### src/rtl/mcs_pkg.sv
package mcs_pkg;

  typedef enum logic [1:0] {
    KIND_FETCH = 2'd0,
    KIND_READ  = 2'd1,
    KIND_WRITE = 2'd2,
    KIND_NONE  = 2'd3
  } kind_e;

  typedef enum logic [2:0] {
    TS_IDLE = 3'd0,
    TS_T1   = 3'd1,
    TS_T2   = 3'd2,
    TS_T3   = 3'd3,
    TS_T4   = 3'd4
  } tstate_e;

  typedef struct packed {
    logic io_m;
    logic s1;
    logic s0;
  } status_t;

  function automatic status_t status_of(kind_e k);
    status_t s;
    case (k)
      KIND_FETCH: s = '{io_m: 1'b0, s1: 1'b1, s0: 1'b1};
      KIND_READ:  s = '{io_m: 1'b0, s1: 1'b1, s0: 1'b0};
      KIND_WRITE: s = '{io_m: 1'b0, s1: 1'b0, s0: 1'b1};
      default:    s = '{io_m: 1'b0, s1: 1'b0, s0: 1'b0};
    endcase
    return s;
  endfunction

endpackage

### src/rtl/mcs_timing.sv
module mcs_timing
  import mcs_pkg::*;
(
  input  logic    clk,
  input  logic    rst_n,
  input  logic    req_valid,
  input  kind_e   req_kind,
  output logic    req_ready,
  output logic    accept,
  output tstate_e ts,
  output kind_e   kind_q,
  output logic    last
);

  tstate_e ts_nxt;

  always_comb begin
    last = (ts == TS_T4) || ((ts == TS_T3) && (kind_q != KIND_FETCH));
  end

  assign req_ready = (ts == TS_IDLE) || last;
  assign accept    = req_valid && req_ready && (req_kind != KIND_NONE);

  always_comb begin
    ts_nxt = ts;
    if (accept) begin
      ts_nxt = TS_T1;
    end else if (last) begin
      ts_nxt = TS_IDLE;
    end else begin
      case (ts)
        TS_T1:   ts_nxt = TS_T2;
        TS_T2:   ts_nxt = TS_T3;
        TS_T3:   ts_nxt = TS_T4;
        default: ts_nxt = ts;
      endcase
    end
  end

  always_ff @(posedge clk or negedge rst_n) begin
    if (!rst_n) begin
      ts     <= TS_IDLE;
      kind_q <= KIND_NONE;
    end else begin
      ts <= ts_nxt;
      if (accept) kind_q <= req_kind;
    end
  end


  t4_only_fetch_chk: assert property (@(posedge clk) disable iff (!rst_n)
    (ts == TS_T4) |-> ($past(ts) == TS_T3 && kind_q == KIND_FETCH));


  last_single_chk: assert property (@(posedge clk) disable iff (!rst_n)
    last |=> !last);


  accept_to_t1_chk: assert property (@(posedge clk) disable iff (!rst_n)
    accept |=> (ts == TS_T1));


  reserved_kind_chk: assert property (@(posedge clk) disable iff (!rst_n)
    (ts == TS_T1) |-> (kind_q != KIND_NONE));

endmodule

### src/rtl/mcs_strobes.sv
module mcs_strobes
  import mcs_pkg::*;
(
  input  logic    clk,
  input  logic    rst_n,
  input  tstate_e ts,
  input  kind_e   kind_q,
  output logic    ale,
  output logic    rd_n,
  output logic    wr_n,
  output logic    rd_phase,
  output status_t status
);

  logic active;

  assign active   = (ts != TS_IDLE);
  assign ale      = (ts == TS_T1);
  assign rd_phase = (ts == TS_T3) &&
                    ((kind_q == KIND_FETCH) || (kind_q == KIND_READ));
  assign rd_n     = !rd_phase;
  assign wr_n     = !((ts == TS_T2) && (kind_q == KIND_WRITE));

  always_comb begin
    status = active ? status_of(kind_q) : '0;
  end


  rd_excl_chk: assert property (@(posedge clk) disable iff (!rst_n)
    !rd_n |-> (!ale && wr_n));


  wr_kind_chk: assert property (@(posedge clk) disable iff (!rst_n)
    !wr_n |-> (kind_q == KIND_WRITE && rd_n));


  ale_pulse_chk: assert property (@(posedge clk) disable iff (!rst_n)
    ale |=> !ale);


  t4_quiet_chk: assert property (@(posedge clk) disable iff (!rst_n)
    (ts == TS_T4) |-> (rd_n && wr_n && !ale));

endmodule

### src/rtl/mcs_datapath.sv
module mcs_datapath
  import mcs_pkg::*;
#(
  parameter int ADDR_W = 16,
  parameter int DATA_W = 8
) (
  input  logic                 clk,
  input  logic                 rst_n,
  input  logic                 accept,
  input  logic [ADDR_W-1:0]    req_addr,
  input  logic [DATA_W-1:0]    req_wdata,
  input  tstate_e              ts,
  input  kind_e                kind_q,
  input  logic                 rd_phase,
  input  logic [DATA_W-1:0]    ad_in,
  output logic [DATA_W-1:0]    ad_out,
  output logic                 ad_oe,
  output logic [ADDR_W-DATA_W-1:0] a_hi,
  output logic [DATA_W-1:0]    rd_data
);

  localparam int HI_W = ADDR_W - DATA_W;

  logic [ADDR_W-1:0] addr_q;
  logic [DATA_W-1:0] wdata_q;
  logic [DATA_W-1:0] cap_q;
  logic              addr_phase;
  logic              wr_drive;

  always_ff @(posedge clk or negedge rst_n) begin
    if (!rst_n) begin
      addr_q  <= '0;
      wdata_q <= '0;
    end else if (accept) begin
      addr_q  <= req_addr;
      wdata_q <= req_wdata;
    end
  end

  always_ff @(posedge clk or negedge rst_n) begin
    if (!rst_n)        cap_q <= '0;
    else if (rd_phase) cap_q <= ad_in;
  end

  assign addr_phase = (ts == TS_T1);
  assign wr_drive   = (kind_q == KIND_WRITE) && ((ts == TS_T2) || (ts == TS_T3));
  assign ad_oe      = addr_phase || wr_drive;
  assign ad_out     = addr_phase ? addr_q[DATA_W-1:0] :
                      (wr_drive ? wdata_q : '0);
  assign a_hi       = (ts != TS_IDLE) ? addr_q[ADDR_W-1 -: HI_W] : '0;
  assign rd_data    = rd_phase ? ad_in : cap_q;


  no_contention_chk: assert property (@(posedge clk) disable iff (!rst_n)
    rd_phase |-> !ad_oe);


  ale_drives_chk: assert property (@(posedge clk) disable iff (!rst_n)
    (ts == TS_T1) |-> (ad_oe && ad_out == addr_q[DATA_W-1:0]));


  hi_stable_chk: assert property (@(posedge clk) disable iff (!rst_n)
    ((ts == TS_T2) || (ts == TS_T3) || (ts == TS_T4)) |-> $stable(a_hi));

endmodule

### src/rtl/mcs_bus_sequencer.sv
module mcs_bus_sequencer
  import mcs_pkg::*;
#(
  parameter int ADDR_W = 16,
  parameter int DATA_W = 8
) (
  input  logic                     clk,
  input  logic                     rst_n,
  input  logic                     req_valid,
  output logic                     req_ready,
  input  logic [1:0]               req_kind,
  input  logic [ADDR_W-1:0]        req_addr,
  input  logic [DATA_W-1:0]        req_wdata,
  output logic                     ale,
  output logic                     rd_n,
  output logic                     wr_n,
  output logic                     io_m,
  output logic                     s1,
  output logic                     s0,
  output logic [DATA_W-1:0]        ad_out,
  output logic                     ad_oe,
  input  logic [DATA_W-1:0]        ad_in,
  output logic [ADDR_W-DATA_W-1:0] a_hi,
  output logic [DATA_W-1:0]        rd_data,
  output logic                     done
);

  kind_e   kind_in;
  kind_e   kind_q;
  tstate_e ts;
  logic    accept;
  logic    last;
  logic    rd_phase;
  status_t status;

  assign kind_in = kind_e'(req_kind);

  mcs_timing u_timing (
    .clk       (clk),
    .rst_n     (rst_n),
    .req_valid (req_valid),
    .req_kind  (kind_in),
    .req_ready (req_ready),
    .accept    (accept),
    .ts        (ts),
    .kind_q    (kind_q),
    .last      (last)
  );

  mcs_strobes u_strobes (
    .clk      (clk),
    .rst_n    (rst_n),
    .ts       (ts),
    .kind_q   (kind_q),
    .ale      (ale),
    .rd_n     (rd_n),
    .wr_n     (wr_n),
    .rd_phase (rd_phase),
    .status   (status)
  );

  mcs_datapath #(
    .ADDR_W (ADDR_W),
    .DATA_W (DATA_W)
  ) u_datapath (
    .clk       (clk),
    .rst_n     (rst_n),
    .accept    (accept),
    .req_addr  (req_addr),
    .req_wdata (req_wdata),
    .ts        (ts),
    .kind_q    (kind_q),
    .rd_phase  (rd_phase),
    .ad_in     (ad_in),
    .ad_out    (ad_out),
    .ad_oe     (ad_oe),
    .a_hi      (a_hi),
    .rd_data   (rd_data)
  );

  assign io_m = status.io_m;
  assign s1   = status.s1;
  assign s0   = status.s0;
  assign done = last;


  ready_window_chk: assert property (@(posedge clk) disable iff (!rst_n)
    (ts == TS_T1 || ts == TS_T2) |-> !req_ready);


  status_hold_chk: assert property (@(posedge clk) disable iff (!rst_n)
    (ts == TS_T2 || ts == TS_T3 || ts == TS_T4) |-> $stable({io_m, s1, s0}));

endmodule

### config.mk
export PLATFORM = sky130hd
export DESIGN_NAME = mcs_bus_sequencer
export DESIGN_NICKNAME = d
export VERILOG_FILES = /design/src/rtl/mcs_pkg.sv /design/src/rtl/mcs_timing.sv /design/src/rtl/mcs_strobes.sv /design/src/rtl/mcs_datapath.sv /design/src/rtl/mcs_bus_sequencer.sv
export SDC_FILE = /design/constraint.sdc
export NUM_CORES = 1
export LEC_CHECK = 0
export BUFFER_PORTS_ARGS = -buffer_cell sky130_fd_sc_hd__buf_4
export CORE_UTILIZATION = 43
export CTS_CLUSTER_SIZE = 12
export DETAILED_ROUTE_END_ITERATION = 12
export GPL_ROUTABILITY_DRIVEN = 0
export GPL_TIMING_DRIVEN = 0
export PLACE_DENSITY = 0.8
export REMOVE_ABC_BUFFERS = 1
export SLEW_MARGIN = 20
export SYNTH_ARGS = -nofsm -noshare
export SYNTH_HDL_FRONTEND = slang
export SYNTH_HIERARCHICAL = 1
export SYNTH_SLANG_ARGS = --single-unit
### constraint.sdc
create_clock -name clk -period 1.7 [get_ports clk]
set_input_delay 0.17 -clock clk [delete_from_list [all_inputs] [get_ports clk]]
set_output_delay 0.17 -clock clk [all_outputs]
set_load 0.01 [all_outputs]
Yosys cells after proc, flatten, opt, wreduce, memory -nomap -nowiden
Cells that the tools add are included.
- register bits: 37
- output and inout bits: 33
- equality and inequality tests: 7
- reductions and logical operators: 18
- muxes and demuxes: 9
- operators with widths (cell ; number):
    $mux W8 ; 4
    $pmux W3 S3 ; 1
    $eq A3 B2 Y1 const B ; 2
    $logic_and A1 B1 Y1 ; 6
    $mux W3 ; 2
    $pmux W2 S3 ; 1
    $logic_or A1 B1 Y1 ; 5
    $reduce_bool A5 Y1 ; 1
    $eq A3 B1 Y1 const B ; 1
    $eq A3 B3 Y1 const B ; 1
    $logic_not A3 Y1 ; 1
    $reduce_bool A3 Y1 ; 1
    $eq A2 B1 Y1 const B ; 1
    $eq A2 B2 Y1 const B ; 1
    $logic_not A1 Y1 ; 2
    $logic_not A2 Y1 ; 1
    $mux W2 ; 1
    $ne A2 B2 Y1 const B ; 1
    $reduce_bool A2 Y1 ; 1

Longest topological paths before layout
Gate-level depths: netlist of the first run.
- word-level depth: 7
- mapped depth: 8
- depth with buffers taken out: 4

By module
Netlist of the first run, hierarchy kept.
- modules (own cells, without submodules) (module ; cells an instance ; times used ; area an instance (sq um)):
    mcs_datapath ; 89 ; 1 ; 1347.5
    mcs_timing ; 26 ; 1 ; 276.5
    mcs_strobes ; 10 ; 1 ; 57.6

Worst setup path before layout of the first run
OpenSTA, ideal clock, no wires.
- path kind: reg2reg
- start: register u_timing.ts[2]
- end: register u_datapath.addr_q[0]
- stages on the path, launching flop included: 8
- data arrival time: 1776 ps
- path buffers: 3
- clock period less this slack: 1901 ps
- setup slack: -201 ps
- cell sequence: dfrtp_1 > nand2b_2 > o21ai_1 > and3_1 > buf_6 > buf_2 > buf_2 > mux2_2
- longest elaborated chain between the ends: 6
- ends and longest elaborated chain (element ; RTL line ; source):
    start: declaration ; mcs_timing.sv:10 ; output tstate_e ts,
    start signal: assignment ; mcs_timing.sv:45 ; ts <= ts_nxt;
    $eq A3 B2 Y1 ; mcs_timing.sv:18 ; last = (ts == TS_T4) || ((ts == TS_T3) && (kind_q != KIND_FETCH));
    $logic_and A1 B1 Y1 ; mcs_timing.sv:18 ;
    $logic_or A1 B1 Y1 ; mcs_timing.sv:18 ;
    $logic_or A1 B1 Y1 * ; mcs_timing.sv:21 ; assign req_ready = (ts == TS_IDLE) || last;
    $logic_and A1 B1 Y1 * (2 in series) ; mcs_timing.sv:22 ; assign accept = req_valid && req_ready && (req_kind != KIND_NONE);
    named net accept ; mcs_bus_sequencer.sv:31 ; logic accept;
    end signal: assignment ; mcs_datapath.sv:35 ; addr_q <= req_addr;
    end: declaration ; mcs_datapath.sv:24 ; logic [ADDR_W-1:0] addr_q;
The timed path passes the listed nets; every way through them passes the cells marked *.
A chain may end at the register's enable or synchronous reset.

Final worst setup path of the first run
- start: register u_timing.kind_q[1]
- end: output rd_data[3]
- longest elaborated chain between the ends: 4
- ends and longest elaborated chain (element ; RTL line ; source):
    start: declaration ; mcs_timing.sv:11 ; output kind_e kind_q,
    start signal: assignment ; mcs_timing.sv:46 ; if (accept) kind_q <= req_kind;
    $eq A2 B1 Y1 or $logic_not A2 Y1 (tied branches) ; mcs_strobes.sv:20 ; ((kind_q == KIND_FETCH) || (kind_q == KIND_READ));
    $logic_or A1 B1 Y1 * ; mcs_strobes.sv:20 ;
    $logic_and A1 B1 Y1 * ; mcs_strobes.sv:19 ; assign rd_phase = (ts == TS_T3) &&
    named net rd_phase ; mcs_bus_sequencer.sv:33 ; logic rd_phase;
    $mux W8 * ; mcs_datapath.sv:51 ; assign rd_data = rd_phase ? ad_in : cap_q;
    end: declaration ; mcs_bus_sequencer.sv:24 ; output logic [DATA_W-1:0] rd_data,
Marked as above.

==> results_dict.tcl, run 1 <==
set metrics [dict create \
    status "finished, violations left" \
    violations "negative setup slack" \
    post_synth.cell_area_avg_um2 13.5 \
    cts-root-buf "clkbuf_8" \
    pin_count 70 \
    place_area_mm2 0.00220 \
    fill_cells 251 \
    fmax_ghz 0.571 \
    start_kind "register" \
    netlist_area_mm2 0.00168 \
    ant_nets 0 \
    post-place-ws_ps -763 \
    seqPwrFrac_pct 29.4 \
    cts_buffers 5 \
    final_common_cell "buf_4" \
    p_switching_mw 1.89 \
    antenna_found_initial 0 \
    nets 251 \
    cp-end-kind "output pin" \
    critical_path.startpoint "u_timing/kind_q[1]" \
    grtUsageTotal_pct 22.0 \
    hold_start "req_addr[6]" \
    period_needed_ps 1750 \
    finalPower_mw 5.59 \
    routedWlPerCell_um 17.3 \
    cp.arrival_ps 1580 \
    syn_inst 125 \
    instances_no_fill 263 \
    yosysUniqueCellTypes 31 \
    ys_seq_area_share_pct 55.2 \
    critical_path.max_stage_delay_ps 580 \
    rows 22 \
    fin_crit_sh_pct 103 \
    area_delta_synth_final_pct 61.1 \
    crit_slowest_cell "dfstp_2" \
    use_met2_pct 38.3 \
    drive_above_1_share_pct 69.3 \
    cts_tree "built" \
    fin_skew_ps 5.88 \
    cp_max_fo 8 \
    hold_viol 0 \
    synth_warnings 6 \
    first_pass_iters 4 \
    top_usage_layer "met2" \
    grtUsageMet1_pct 25.9 \
    start_util_pct 45.3 \
    ys_ff_latch 37 \
    rsz0062_at_grt "yes" \
    power.leakage_nw 1.30 \
    routed_wl_mm 4.55 \
    drc_errors 0 \
    grtUsageMet3_pct 5.63 \
    grt_pass1_wl_mm 6.70 \
    layout_setup_ws_ps -50.8 \
    dp_hpwl_mm 2.55 \
    dr_total_vias 1339 \
    grt_max_degree 38 \
    clock_power_share_pct 11.9 \
    dpl.cell_count 233 \
    drt_iter0_drc 63 \
    worstSetupPathType "register to output pin" \
    cts_max_level 2 \
    numPortBuffers 68 \
    cts.clk_slew.worst_paths_ps 70 \
    core_mm2 0.00372 \
    die_y_um 64.5 \
    rr_startpoint "u_timing/ts[0]" \
    clkLatencyLatePin_ps 290 \
    antenna_cells 0 \
    worstPathRequired_ps 1530 \
    peakVddDrop_mv 1.17 \
    setup_viol 19 \
    hold_class "input port to register" \
    clock_sinks 37 \
    die_area_mm2 0.00416 \
    vias_per_cell 5.09 \
    hold_slack_ps 113 \
    p_comb_share_pct 58.7 \
    path_cells "nand4bb_4, inv_6, mux2_4, buf_6" \
    die_x_um 64.5 \
    maxCapViolCount 0 \
    p_int_mw 3.71 \
    netSwitchingFraction_pct 33.7 \
    fin_area_mm2 0.00271 \
    globalRouteOverflowTotal 0 \
    slew_viol_final 0 \
    mostFrequentLayoutCells "buf_4 (72), dfrtp_1 (32), mux2_4 (24), buf_6 (13), mux2_2 (10)" \
    power_density_mw_per_mm2 2060 \
    clockBufferDepth 2 \
    grt_pass1_vias 1392 \
]
[worst max-delay path, delay by kind of cell (launching register included)]
kind                   cells  cell delay [ps]
buffers and inverters      2              190
DFF                        1              580
muxes                      1              310
and+or+nand+nor            1              200
[routing by layer]
metal,vias up,share of wire [%]
li1,623,-
met1,664,40
met2,44,53
met3,8,4.2
met4,0,2.7
met5,-,0
[registers in the layout (all words and copies together) (netlist names)]
signal	cells
u_timing/ts	3
u_datapath/wdata_q	8
u_datapath/cap_q	8
u_datapath/addr_q	16
u_timing/kind_q	2
[cell families after synthesis]
group,share of synthesized area (%)
multiplexers,23.2
buffers and inverters,3.12
XOR/XNOR,0.521
other,0.223
AND/OR/NAND/NOR,11.0
flip-flops,55.2
AO/OA/AOI/OAI,6.70
[power groups by stage]
stage | Clock [mW] | Sequential [mW] | Combinational (mW)
global placement | 0 | 1.65 | 2.16
finish | 0.667 | 1.64 | 3.28
detailed placement | 0 | 1.70 | 2.22
global route | 0.721 | 1.69 | 3.48
CTS | 0.678 | 1.65 | 2.85
floorplan | 0 | 1.60 | 1.33
[final timing paths]
| path | end | slack (ps) | cells past startpoint |
|---|---|---|---|
| max | rd_data[3] | -50 | 4 |
| min | u_datapath/addr_q[6] | 110 | 2 |
| max reg2reg | u_datapath/wdata_q[7] | -10 | 5 |
| min reg2reg | u_datapath/addr_q[8] | 510 | 1 |
| max in group asynchronous | u_timing/kind_q[0] | 980 | 2 |
| min in group asynchronous | u_datapath/addr_q[10] | 380 | 2 |
[cells in the mapped netlist (all sizes together)]
master	count	area share, %
nor3b	3	1.6
or4	1	0.45
clkbuf	1	0.30
nand2	4	0.89
and3	1	0.37
inv	1	0.22
buf	7	2.6
a21oi	1	0.30
and4bb	1	0.74
o21ai	2	0.59
a22o	9	4.8
nor3	2	0.89
mux2	34	23
or2	1	0.37
a211o	1	0.52
nor2b	9	3.3
dfstp	2	3.1
nor2	5	1.1
conb	1	0.22
dfrtp	35	52
nand2b	1	0.52
nand4bb	1	0.67
a21o	1	0.52
xnor2	1	0.52
[stage by stage]
step / TNS (ps) / utilization [%]
final: -426 / 72.9
after global routing: -1840 / 72.9
after CTS: -377 / 68.8
after detailed placement: -20740 / 59.3
after global placement: -19070 / 59.3
after floorplan: -10110 / -
[what timing repair did]
action	CTS	global route
hold endpoints to repair	35	0
hold buffers	1	0
pin swaps	3	8
setup buffers	15	3
gates resized for setup	30	30
setup endpoints to repair	53	46
cloned	1	2
[area by class of cell]
class	count	area (µm²)	share of cell area, %
Sequential cell	37	932	34.4
Multi-Input combinational cell	82	890	32.8
Timing Repair Buffer	87	717	26.5
Clock buffer	7	96.3	3.56
Tap cell	48	60.1	2.22
Inverter	1	8.76	0.323
Clock inverter	1	5.00	0.185
Power figures use the tool's default switching activity.
==> run 2: changes to the inputs <==
--- a/config.mk
+++ b/config.mk
@@ -5,8 +5,9 @@
 export SDC_FILE = /design/constraint.sdc
 export NUM_CORES = 1
 export LEC_CHECK = 0
+export ABC_AREA = 1
 export BUFFER_PORTS_ARGS = -buffer_cell sky130_fd_sc_hd__buf_4
-export CORE_UTILIZATION = 43
+export CORE_UTILIZATION = 44
 export CTS_CLUSTER_SIZE = 12
 export DETAILED_ROUTE_END_ITERATION = 12
 export GPL_ROUTABILITY_DRIVEN = 0
==> run 2 against run 1 <==
The run now ends clean. Flip-flop and latch count is the same. Utilization is 8.9 points lower. Cell count increased by 35%. First-iteration DRC count increased by 35%. Final area shrank 5.5%. Largest cell class unchanged. Sequential share of layout area up 2.1 points. Sequential power shrank 3%. Count of clock-buffer cells in the layout unchanged. Total power decreased by 14%. Routed wire length decreased by 3.8%. Clock skew is 3.9 ps lower. Register-to-register slack better by 210 ps.
==> results_dict.tcl, run 2 <==
set metrics [dict create \
    grt_pass1_wl_mm 7.00 \
    p_int_mw 2.81 \
    seqPwrFrac_pct 33.0 \
    rsz0062_at_grt "yes" \
    fin_crit_sh_pct 99.6 \
    drive_above_1_share_pct 34.1 \
    regMostFlops "u_datapath/addr_q" \
    synthFlopType "dfrtp_1" \
    cts_buffers 5 \
    setup_viol 0 \
    clkLatencyLatePin_ps 280 \
    drt_iter0_drc 85 \
    fill_cells 351 \
    grtUsageTotal_pct 21.5 \
    die_area_mm2 0.00441 \
    routedWlPerCell_um 12.3 \
    power.leakage_nw 1.33 \
    synthTopCellsByCount "nand2_1 (54), inv_1 (42), dfrtp_1 (35)" \
    path_cells "nor3_4, buf_12, o21ai_0, buf_4" \
    cp.arrival_ps 1520 \
    netlist.area_leader.share_pct 48.0 \
    synth.area.top_cells "dfrtp_1 (48%), nand2_1 (11%), o21ai_0 (8.8%), inv_1 (8.6%), nand3_1 (4.9%)" \
    slew_viol_final 0 \
    rr_startpoint "u_timing/ts[0]" \
    period_needed_ps 1690 \
    dr_total_vias 1678 \
    fin_area_mm2 0.00256 \
    place_area_mm2 0.00234 \
    hold_viol 0 \
    pin_count 70 \
    netlist_area_mm2 0.00183 \
    final_common_cell "buf_4" \
    grt_pass1_vias 1577 \
    clock_power_share_pct 12.6 \
    critical_path.max_stage_delay_ps 610 \
    reg2reg_slack_ps 200 \
    cp_max_fo 16 \
    syn_inst 229 \
    holdPathEnd "u_timing/kind_q[1]" \
    fin_skew_ps 1.93 \
    async_flop_share_pct 100 \
    cts-root-buf "clkbuf_8" \
    fmax_ghz 0.591 \
    ys_seq_area_share_pct 50.9 \
    crit_family "flip-flops" \
    yosysUniqueCellTypes 23 \
    reg_top3 "u_datapath/addr_q (16), u_datapath/cap_q (8), u_datapath/wdata_q (8)" \
    dp_hpwl_mm 2.79 \
    post-synth-top-count-cell "nand2_1" \
    start_util_pct 45.6 \
    die_y_um 66.4 \
    utilization_pct 64.0 \
    yosysTopAreaCell "dfrtp_1" \
    synth_warnings 6 \
    clock_sinks 37 \
    clockBufferDepth 2 \
    cts.clk_slew.worst_paths_ps 70 \
    power_density_mw_per_mm2 1880 \
    antenna_found_initial 0 \
    numPortBuffers 68 \
    worst-r2r-cell-count 8 \
    largest_register_ffs 16 \
    die_x_um 66.4 \
    vias_per_cell 4.73 \
    cp-end-kind "output pin" \
    whs_path_depth 3 \
    antenna_cells 0 \
    cts_max_level 2 \
    synth_edf_count 0 \
    drc_errors 0 \
    peakVddDrop_mv 0.796 \
    worstSetupPathType "register to output pin" \
    post_synth.cell_area_avg_um2 7.97 \
    rr_endpoint "u_datapath/addr_q[15]" \
    cts_tree "built" \
    fin_tns_setup_ps 0 \
    worstPathRequired_ps 1530 \
    ant_nets 0 \
    maxCapViolCount 0 \
    globalRouteOverflowTotal 0 \
    post-place-ws_ps -461 \
    core_mm2 0.00400 \
    mostFrequentLayoutCells "buf_4 (75), nand2_1 (54), inv_1 (42), dfrtp_1 (32), o21ai_0 (26)" \
    layout_setup_ws_ps 7.15 \
    ys_ff_latch 37 \
    finalPower_mw 4.81 \
    area_delta_synth_final_pct 40.2 \
    rows 23 \
    start_kind "register" \
    status "finished, final reports clean" \
    netSwitchingFraction_pct 41.6 \
    p_comb_share_pct 54.4 \
    hold_class "input port to register" \
    routed_wl_mm 4.38 \
    crit_slowest_cell "dfstp_2" \
    hold_start "req_kind[1]" \
    path_buf_inv 2 \
    first_pass_iters 4 \
    grt_max_degree 52 \
    nets 342 \
    p_switching_mw 2.00 \
]
-- run 2: cell types whose count changed in the layout (fill, tap and decap cells not counted), sizes merged, moves of 9 or more --
cell and change:
nand3 +19, a22o -9, buf -9, a21oi +11, mux2 -34, o21ai +30
nor2b -9, inv +42, nand2 +55
-- run 2: cell families (layout without fill, tap and decap cells) --
kind of cell	after synthesis	in the layout	share of synthesized area (%)
buffers and inverters	53	129	12.7
flip-flops	37	37	50.9
other	1	1	0.205
AO/OA/AOI/OAI	45	45	12.4
AND/OR/NAND/NOR	93	93	23.8
-- run 2: area by class of cell --
| class | count | area, µm² | share of cell area [%] |
|---|---|---|---|
| Sequential cell | 37 | 935 | 36.5 |
| Multi-Input combinational cell | 139 | 686 | 26.8 |
| Timing Repair Buffer | 78 | 613 | 24.0 |
| Inverter | 44 | 176 | 6.89 |
| Clock buffer | 7 | 86.3 | 3.37 |
| Tap cell | 50 | 62.6 | 2.44 |
-- run 2: repair_timing --
item,CTS,global route
hold buffers,1,0
gates resized for setup,7,9
hold endpoints to repair,35,0
setup endpoints to repair,65,43
buffers inserted,6,3
pin swaps,2,1
-- run 2: worst min-delay path: cells and delay by family --
family	cells	cell delay, ps
and+or+nand+nor	2	90
buffers and inverters	1	80
-- run 2: how the worst max path moves through the flow --
stage | startpoint | end | slack, ps | cells past startpoint
after floorplan | u_timing/ts[0] | u_datapath/cap_q[0] | -310 | 3
after CTS | u_timing/ts[2] | ad_out[0] | -6 | 4
after detailed placement | u_timing/ts[0] | rd_data[6] | -460 | 4
final | u_timing/kind_q[1] | rd_data[1] | 7 | 4
after global placement | u_timing/ts[0] | rd_data[7] | -870 | 4
after global routing | u_timing/kind_q[1] | rd_data[4] | -70 | 4
-- run 2: power by group through the flow --
stage                     clock network [mW]  logic, mW  registers (mW)
after floorplan                            0       1.27            1.59
after global placement                     0       2.13            1.65
after detailed placement                   0       2.19            1.68
after CTS                              0.630       2.49            1.61
after global routing                   0.668       2.90            1.64
final                                  0.605       2.62            1.59
-- run 2: per-stage QoR --
stage                     hold WS (ps)  std cells
after floorplan                   -126        220
after global placement             161        338
after detailed placement           161        338
after CTS                         79.3        352
after global routing              82.5        355
final                             90.4        355
-- run 2: metal layers --
| layer | global-route usage, % | routed length [µm] |
|---|---|---|
| met1 | 26.1 | 1890 |
| met2 | 36.4 | 2270 |
| met3 | 5.17 | 178 |
| met4 | 8.51 | 43 |
| met5 | 0 | 0 |
